===== src/rtl/bcd_adj_pkg.sv =====
package bcd_adj_pkg;

    typedef enum logic [1:0] {
        OP_ADD_FIX   = 2'b00,
        OP_SUB_FIX   = 2'b01,
        OP_MERGE_TEN = 2'b10,
        OP_SPLIT_TEN = 2'b11
    } bcd_op_e;

    typedef enum logic {
        ST_IDLE = 1'b0,
        ST_OUT  = 1'b1
    } out_state_e;

endpackage


===== src/rtl/bcd_nibble_fix.sv =====
// Low-nibble decimal correction shared by the add and subtract forms.
module bcd_nibble_fix #(
    parameter int BYTE_W = 8
) (
    input  logic [BYTE_W-1:0] hi_byte,
    input  logic [BYTE_W-1:0] lo_byte,
    input  logic              aux_in,
    input  logic              subtract,
    output logic [BYTE_W-1:0] hi_fixed,
    output logic [BYTE_W-1:0] lo_fixed,
    output logic              fix_taken
);
    localparam int NIB_W = BYTE_W / 2;
    localparam logic [NIB_W-1:0]  NIB_MAX = NIB_W'(9);
    localparam logic [BYTE_W-1:0] SIX     = BYTE_W'(6);
    localparam logic [BYTE_W-1:0] ONE     = BYTE_W'(1);

    logic [BYTE_W-1:0] lo_shift;
    logic [BYTE_W-1:0] hi_shift;

    always_comb begin
        fix_taken = (lo_byte[NIB_W-1:0] > NIB_MAX) || aux_in;
        lo_shift  = lo_byte;
        hi_shift  = hi_byte;
        if (fix_taken) begin
            if (subtract) begin
                lo_shift = lo_byte - SIX;
                hi_shift = hi_byte - ONE;
            end else begin
                lo_shift = lo_byte + SIX;
                hi_shift = hi_byte + ONE;
            end
        end
        lo_fixed = {{(BYTE_W-NIB_W){1'b0}}, lo_shift[NIB_W-1:0]};
        hi_fixed = hi_shift;
    end
endmodule


===== src/rtl/bcd_ten_conv.sv =====
// Multiply-by-ten merge and divide-by-ten split of a two-digit value.
module bcd_ten_conv #(
    parameter int BYTE_W = 8
) (
    input  logic [BYTE_W-1:0] hi_byte,
    input  logic [BYTE_W-1:0] lo_byte,
    output logic [BYTE_W-1:0] merged,
    output logic [BYTE_W-1:0] split_hi,
    output logic [BYTE_W-1:0] split_lo
);
    localparam logic [BYTE_W-1:0] TEN = BYTE_W'(10);

    always_comb begin
        merged   = hi_byte * TEN + lo_byte;
        split_hi = lo_byte / TEN;
        split_lo = lo_byte % TEN;
    end
endmodule


===== src/rtl/bcd_flag_gen.sv =====
// Zero, sign and even-parity of a result byte.
module bcd_flag_gen #(
    parameter int BYTE_W = 8
) (
    input  logic [BYTE_W-1:0] value,
    output logic              zero,
    output logic              sign,
    output logic              parity
);
    always_comb begin
        zero   = (value == '0);
        sign   = value[BYTE_W-1];
        parity = ~(^value);
    end
endmodule


===== src/rtl/bcd_adjust_unit.sv =====
module bcd_adjust_unit
    import bcd_adj_pkg::*;
#(
    parameter int BYTE_W = 8,
    localparam int ACC_W = 2 * BYTE_W
) (
    input  logic             clk,
    input  logic             rst,
    input  logic             in_valid,
    input  logic [1:0]       op_sel,
    input  logic [ACC_W-1:0] acc_in,
    input  logic             af_in,
    output logic             out_valid,
    output logic [ACC_W-1:0] acc_out,
    output logic             cf_out,
    output logic             af_out,
    output logic             zf_out,
    output logic             sf_out,
    output logic             pf_out
);
    bcd_op_e           op;
    out_state_e        state_q;
    out_state_e        state_d;
    logic [BYTE_W-1:0] hi_in;
    logic [BYTE_W-1:0] lo_in;

    logic [BYTE_W-1:0] fix_hi;
    logic [BYTE_W-1:0] fix_lo;
    logic              fix_taken;
    logic [BYTE_W-1:0] merged;
    logic [BYTE_W-1:0] split_hi;
    logic [BYTE_W-1:0] split_lo;

    logic [BYTE_W-1:0] nxt_hi;
    logic [BYTE_W-1:0] nxt_lo;
    logic              nxt_carry;
    logic              use_result_flags;
    logic              byte_zero;
    logic              byte_sign;
    logic              byte_parity;

    assign op    = bcd_op_e'(op_sel);
    assign hi_in = acc_in[ACC_W-1:BYTE_W];
    assign lo_in = acc_in[BYTE_W-1:0];

    bcd_nibble_fix #(.BYTE_W(BYTE_W)) u_fix (
        .hi_byte  (hi_in),
        .lo_byte  (lo_in),
        .aux_in   (af_in),
        .subtract (op == OP_SUB_FIX),
        .hi_fixed (fix_hi),
        .lo_fixed (fix_lo),
        .fix_taken(fix_taken)
    );

    bcd_ten_conv #(.BYTE_W(BYTE_W)) u_ten (
        .hi_byte (hi_in),
        .lo_byte (lo_in),
        .merged  (merged),
        .split_hi(split_hi),
        .split_lo(split_lo)
    );

    // Result selection by operation.
    always_comb begin
        nxt_hi           = '0;
        nxt_lo           = '0;
        nxt_carry        = 1'b0;
        use_result_flags = 1'b0;
        unique case (op)
            OP_ADD_FIX, OP_SUB_FIX: begin
                nxt_hi    = fix_hi;
                nxt_lo    = fix_lo;
                nxt_carry = fix_taken;
            end
            OP_MERGE_TEN: begin
                nxt_hi           = '0;
                nxt_lo           = merged;
                use_result_flags = 1'b1;
            end
            OP_SPLIT_TEN: begin
                nxt_hi           = split_hi;
                nxt_lo           = split_lo;
                use_result_flags = 1'b1;
            end
        endcase
    end

    bcd_flag_gen #(.BYTE_W(BYTE_W)) u_flags (
        .value (nxt_lo),
        .zero  (byte_zero),
        .sign  (byte_sign),
        .parity(byte_parity)
    );

    // Sequencer: next state.
    always_comb begin
        unique case (state_q)
            ST_IDLE: state_d = in_valid ? ST_OUT : ST_IDLE;
            ST_OUT:  state_d = in_valid ? ST_OUT : ST_IDLE;
        endcase
    end

    // Sequencer: state register.
    always_ff @(posedge clk) begin
        if (rst) begin
            state_q <= ST_IDLE;
        end else begin
            state_q <= state_d;
        end
    end

    assign out_valid = (state_q == ST_OUT);

    // Output registers.
    always_ff @(posedge clk) begin
        if (rst) begin
            acc_out <= '0;
            cf_out  <= 1'b0;
            af_out  <= 1'b0;
            zf_out  <= 1'b0;
            sf_out  <= 1'b0;
            pf_out  <= 1'b0;
        end else if (in_valid) begin
            acc_out <= {nxt_hi, nxt_lo};
            cf_out  <= nxt_carry;
            af_out  <= nxt_carry;
            zf_out  <= use_result_flags & byte_zero;
            sf_out  <= use_result_flags & byte_sign;
            pf_out  <= use_result_flags & byte_parity;
        end
    end
endmodule


===== config.mk =====
export PLATFORM = sky130hd
export DESIGN_NAME = bcd_adjust_unit
export DESIGN_NICKNAME = d
export VERILOG_FILES = /design/src/rtl/bcd_adj_pkg.sv /design/src/rtl/bcd_nibble_fix.sv /design/src/rtl/bcd_ten_conv.sv /design/src/rtl/bcd_flag_gen.sv /design/src/rtl/bcd_adjust_unit.sv
export SDC_FILE = /design/constraint.sdc
export NUM_CORES = 1
export LEC_CHECK = 0
export BUFFER_PORTS_ARGS = -buffer_cell sky130_fd_sc_hd__buf_2
export CORE_MARGIN = 2
export CORE_UTILIZATION = 63
export DETAILED_ROUTE_END_ITERATION = 7
export GPL_TIMING_DRIVEN = 1
export MAX_ROUTING_LAYER = met4
export PLACE_DENSITY = 0.87
export SLEW_MARGIN = 10
export SYNTH_ARGS = -nofsm -noshare
export SYNTH_HDL_FRONTEND = slang
export SYNTH_HIERARCHICAL = 1
export SYNTH_SLANG_ARGS = --single-unit

===== constraint.sdc =====
create_clock -name clk -period 7 [get_ports clk]
set_input_delay 0 -clock clk [delete_from_list [all_inputs] [get_ports clk]]
set_output_delay 0 -clock clk [all_outputs]
set_load 0.02 [all_outputs]

-- Yosys cells after proc, flatten, opt, wreduce, memory -nomap -nowiden
Index checks and enable logic that the tools add are counted.
- $lt $le $gt $ge: 1
- reductions and logical operators: 6
- equal/unequal tests: 3
- bitwise gates (word level): 4
- div/mod/pow operators: 2
- multiplexer cells: 9
- add/sub/neg operators: 5
- multipliers: 1
- operators with widths (operator ; number):
    8-bit one-hot mux with 3 select lines ; 2
    8-bit 2-to-1 mux ; 2
    8-bit by 1-bit adder with 8-bit output, second input constant ; 1
    8-bit adder ; 1
    8-bit by 4-bit divider with 8-bit output, second input constant ; 1
    8-bit zero test ; 1
    8-bit by 4-bit modulo with 8-bit output, second input constant ; 1
    8-bit by 3-bit multiplier with 7-bit output, second input constant ; 1
    4-bit 2-to-1 mux ; 2
    8-bit parity ; 1
    8-bit by 1-bit subtractor with 8-bit output, second input constant ; 1
    4-bit by 3-bit adder with 4-bit output, second input constant ; 1
    2-bit == test, second input constant ; 2
    4-bit greater-than comparator, second input constant ; 1
    2-bit OR reduction ; 2
    4-bit by 3-bit subtractor with 4-bit output, second input constant ; 1
    1-bit AND ; 3
    1-bit 2-to-1 mux ; 3
    2-bit by 1-bit == test with 1-bit output, second input constant ; 1
    2-bit zero test ; 1
    1-bit logical OR ; 1
    1-bit NOT ; 1
- input port bits: 22
- output and inout bits: 22
- flip-flop bits (word level): 21

-- Longest topological paths before layout
- depth in word-level cells: 7
- depth in mapped cells: 18
- depth with buffers taken out: 18

-- Modules after synthesis
Netlist, hierarchy kept.
- modules (own cells, without submodules) (module ; area an instance (um^2) ; times used ; cells an instance):
    bcd_ten_conv ; 1139.8 ; 1 ; 163
    bcd_adjust_unit ; 1126.1 ; 1 ; 115
    bcd_nibble_fix ; 543.0 ; 1 ; 76
    bcd_flag_gen ; 122.6 ; 1 ; 17

-- Worst setup path before layout
OpenSTA, ideal clock, no wires.
- path type: in2reg
- start: input acc_in[9]
- end: register pf_out
- stages on the path: 18
- library setup time: 0.070 ns
- arrival: 2.861 ns
- path buffers: 0
- path slack: 4.069 ns
- path through: ha_1 > ha_1 > inv_1 > fa_1 > inv_1 > ha_1 > a21boi_0 > o21a_1 > nor2_1 > xnor2_1 > mux2i_1 > a21oi_1 > inv_1 > ha_1 > xnor2_1 > xnor2_1 > nand3_1 > a21oi_1
- cells in the longest elaborated chain, start to end: 6
- RTL lines (what ; RTL line ; source):
    start: declaration ; bcd_adjust_unit.sv:11 ; input logic [ACC_W-1:0] acc_in,
    8-bit by 3-bit multiplier with 7-bit output ; bcd_ten_conv.sv:14 ; merged = hi_byte * TEN + lo_byte;
    8-bit adder ; bcd_ten_conv.sv:14 ;
    net merged[7] ; bcd_adjust_unit.sv:30 ; logic [BYTE_W-1:0] merged;
    8-bit one-hot mux with 3 select lines ; bcd_adjust_unit.sv:70 ; unique case (op)
    net nxt_lo[7] ; bcd_adjust_unit.sv:35 ; logic [BYTE_W-1:0] nxt_lo;
    8-bit parity ; bcd_flag_gen.sv:13 ; parity = ~(^value);
    1-bit NOT ; bcd_flag_gen.sv:13 ;
    net byte_parity ; bcd_adjust_unit.sv:40 ; logic byte_parity;
    1-bit AND ; bcd_adjust_unit.sv:130 ; pf_out <= use_result_flags & byte_parity;
    end signal: assignment ; bcd_adjust_unit.sv:130 ;
    end: declaration ; bcd_adjust_unit.sv:19 ; output logic pf_out
The timed path passes the listed nets, and every way through them passes these cells.
A chain may end at the register's enable or synchronous reset.

-- Worst setup path in the final report
Ends and elaborated chain as after synthesis.

==> flow_summary.ini <==
[grt]
grt_pass1_vias = 2481
grt-ovfl-total = 0
grt_use_total_pct = 26.9
antenna_found_initial = 0
grt_max_degree = 37
grt_pass1_wl_um = 11100

[clock_network]
clk_latency_ns = 0.26
post-cts-setup-buffer-count = 0
cts.repair.resized = 0
postCtsHoldBufs = 0
cts_root_buf = clkbuf_8
cts_buffer_depth = 2
clk_pin_slew_worst_paths_ns = 0.08
htreeDepth = 1
cts_buffers = 3
cts_tree = built
cts_sinks = 21

[routing]
postRouteAntennaNets = 0
drt_iter0_markers = 231
wl_um = 6710
dr.pass1.iters = 5
drcViolationCount = 0
wl_per_cell_um = 15.4
vias = 2715
routed_via_density = 6.21

[synth]
synthArstFlopShare_pct = 0
synth_xor_area_share_pct = 7.17
synth.area.mux_share_pct = 4.48
yosys_warnings = 6
ys_ff_latch = 21
synth_top_flop_cell = dfxtp_1
postSynthAreaPerCell_um2 = 7.90
syn-cell-area_um2 = 2930
synth_fa_ha_area_share_pct = 13.4
yosysSeqAreaShare_pct = 14.3
ys_types = 66
synth_top_family_by_area = simple AND/OR/NAND/NOR gates
synth_edf_count = 0
syn_inst = 371
synth_simple_gate_area_share_pct = 25.5
synth_compound_area_share_pct = 22.7

[critical_path]
crit_path_start_kind = input pin
path_class = in -> reg
crit_top_cell = ha_1
critical_path_required_ns = 7.20
critPathBufInv = 4
max_stage_delay_ns = 0.48
crit_slowest_cell = fa_1
end_kind = flip-flop
crit_chain = buf_2 -> ha_1 -> ha_1 -> inv_1 -> fa_1 -> inv_1 -> ha_1 -> a21boi_0 -> o21a_1 -> nor2_1 -> xnor2_1 -> mux2i_1 -> a21oi_1 -> inv_1 -> ha_1 -> xnor2_1 -> xnor2_1 -> nand3_1 -> a21oi_1
worstPathArrival_ns = 3.41
crit_family = adder cells
critPathMaxFanout = 6

[timing]
clock_skew_ns = 0
fin_crit_ns = 3.21
hold_viol = 0
finalCritPeriodShare_pct = 45.9
whs_ns = 0.0498
max_freq_mhz = 311
setup_viol = 0
rsz0062_at_grt = false
tns_ns = 0
worst_slew_pin_slew_ns = 0.720
relSlewSlack_pct = 52.0
slew_violations = 0

[worst_hold_path]
hold_path.class = in -> reg

[die]
boundaryPins = 44
core_um2 = 4410
dieArea_um2 = 5220
die_w_um = 72.2
num_rows = 24
die_y_um = 72.2
initial_core_util_pct = 66.4

[layout]
diodes = 0
syn_to_final_growth_pct = 3.29
layout_commonest_cell = buf_2
drive_gt1_share_pct = 14.3
fin_nets = 437
layout_common_cells = 43 x buf_2, 30 x a21oi_1, 25 x inv_1, 25 x ha_1, 22 x nor2_1

[pwr]
ir_worst_vdd_v = 0.0000705
p_per_area_nw_per_um2 = 154
p_leak_nw = 1.36
p_total_mw = 0.465

[place]
place_congestion = 0.871
hpwl_um = 4870
io_buffers = 43

[job]
drv_cap = 0

[status]
outcome = complete, no violations
## state kept, by name, summed over array words and instances (netlist names)
signal     cells
acc_out       16
af_out         1
out_valid      1
pf_out         1
sf_out         1
zf_out         1
## final timing paths
| check | from | to | slack, ns | cells after the start |
|---|---|---|---|---|
| max | acc_in[9] | pf_out | 3.79 | 19 |
| min | acc_in[0] | acc_out[0] | 0.05 | 3 |
| max reg2reg | acc_out[14] | acc_out[14] | 6.15 | 2 |
| min reg2reg | zf_out | zf_out | 0.47 | 2 |
## synthesized netlist by cell type (6+ instances only)
cell type  number  area (um2)
a21oi_1        30         150
nor3b_1        13        97.6
o21ai_0        13        65.1
dfxtp_1        21         420
buf_2          15        75.1
a221o_1         9        90.1
xnor2_1        18         158
a211oi_1        6        45.0
nand2_1        15        56.3
inv_1          25        93.8
nand2b_1       15        93.8
nor2_1         22        82.6
ha_1           25         313
nor2b_1         7        43.8
nand4bb_1       6        67.6
nand3b_1        6        45.0
o221ai_1        8        70.1
xor2_1          6        52.6
buf_4          17         128
mux2i_1        12         120
## where the power goes
group	leakage [nW]	internal [mW]	switching (mW)
Clock	0.0228	0.0406	0.0415
Combinational	1.16	0.106	0.141
Sequential	0.172	0.130	0.00555
Total	1.36	0.276	0.188
## layer usage
metal	global-route usage, %	wire length (um)	vias to the layer above
met4	9.85	161	0
met2	43.3	3160	111
met1	35.2	3010	1244
met3	2.50	379	17
li1	-	-	1343
met5	-	0	-
## layout make-up
cell class,instances,area [um2]
inverter,27,101
sequential,21,420
multi-input combinational,290,2180
tap,52,65.1
clock buffer,4,45.0
fill,350,1390
timing repair buffer,43,215
## cells by family (layout without fill, tap and decap cells)
| group | count (synthesis) | count (layout) |
|---|---|---|
| other | 2 | 9 |
| adders and majority gates | 29 | 29 |
| and+or+nand+nor | 118 | 118 |
| DFF | 21 | 21 |
| muxes | 13 | 13 |
| xor gates and xnor gates | 24 | 24 |
| AOI/OAI and AO/OA | 97 | 97 |
| buffers and inverters | 67 | 74 |
## worst register-to-register path, cell delays in order, from the launching register on
cell	delay (ns)
dfxtp_1	0.32
nor3b_1	0.13
a221o_1	0.29
## metrics by stage
stage	worst slack [ns]	std cells	util [%]	instance area (um2)
finish	3.79	437	68.6	3030
global route	3.54	437	68.6	3030
CTS	3.82	437	68.6	3030
detailed placement	3.63	433	67.6	2980
global placement	3.74	433	67.6	2980
floorplan	4.07	378	-	2960
Power figures use the tool's default switching activity.
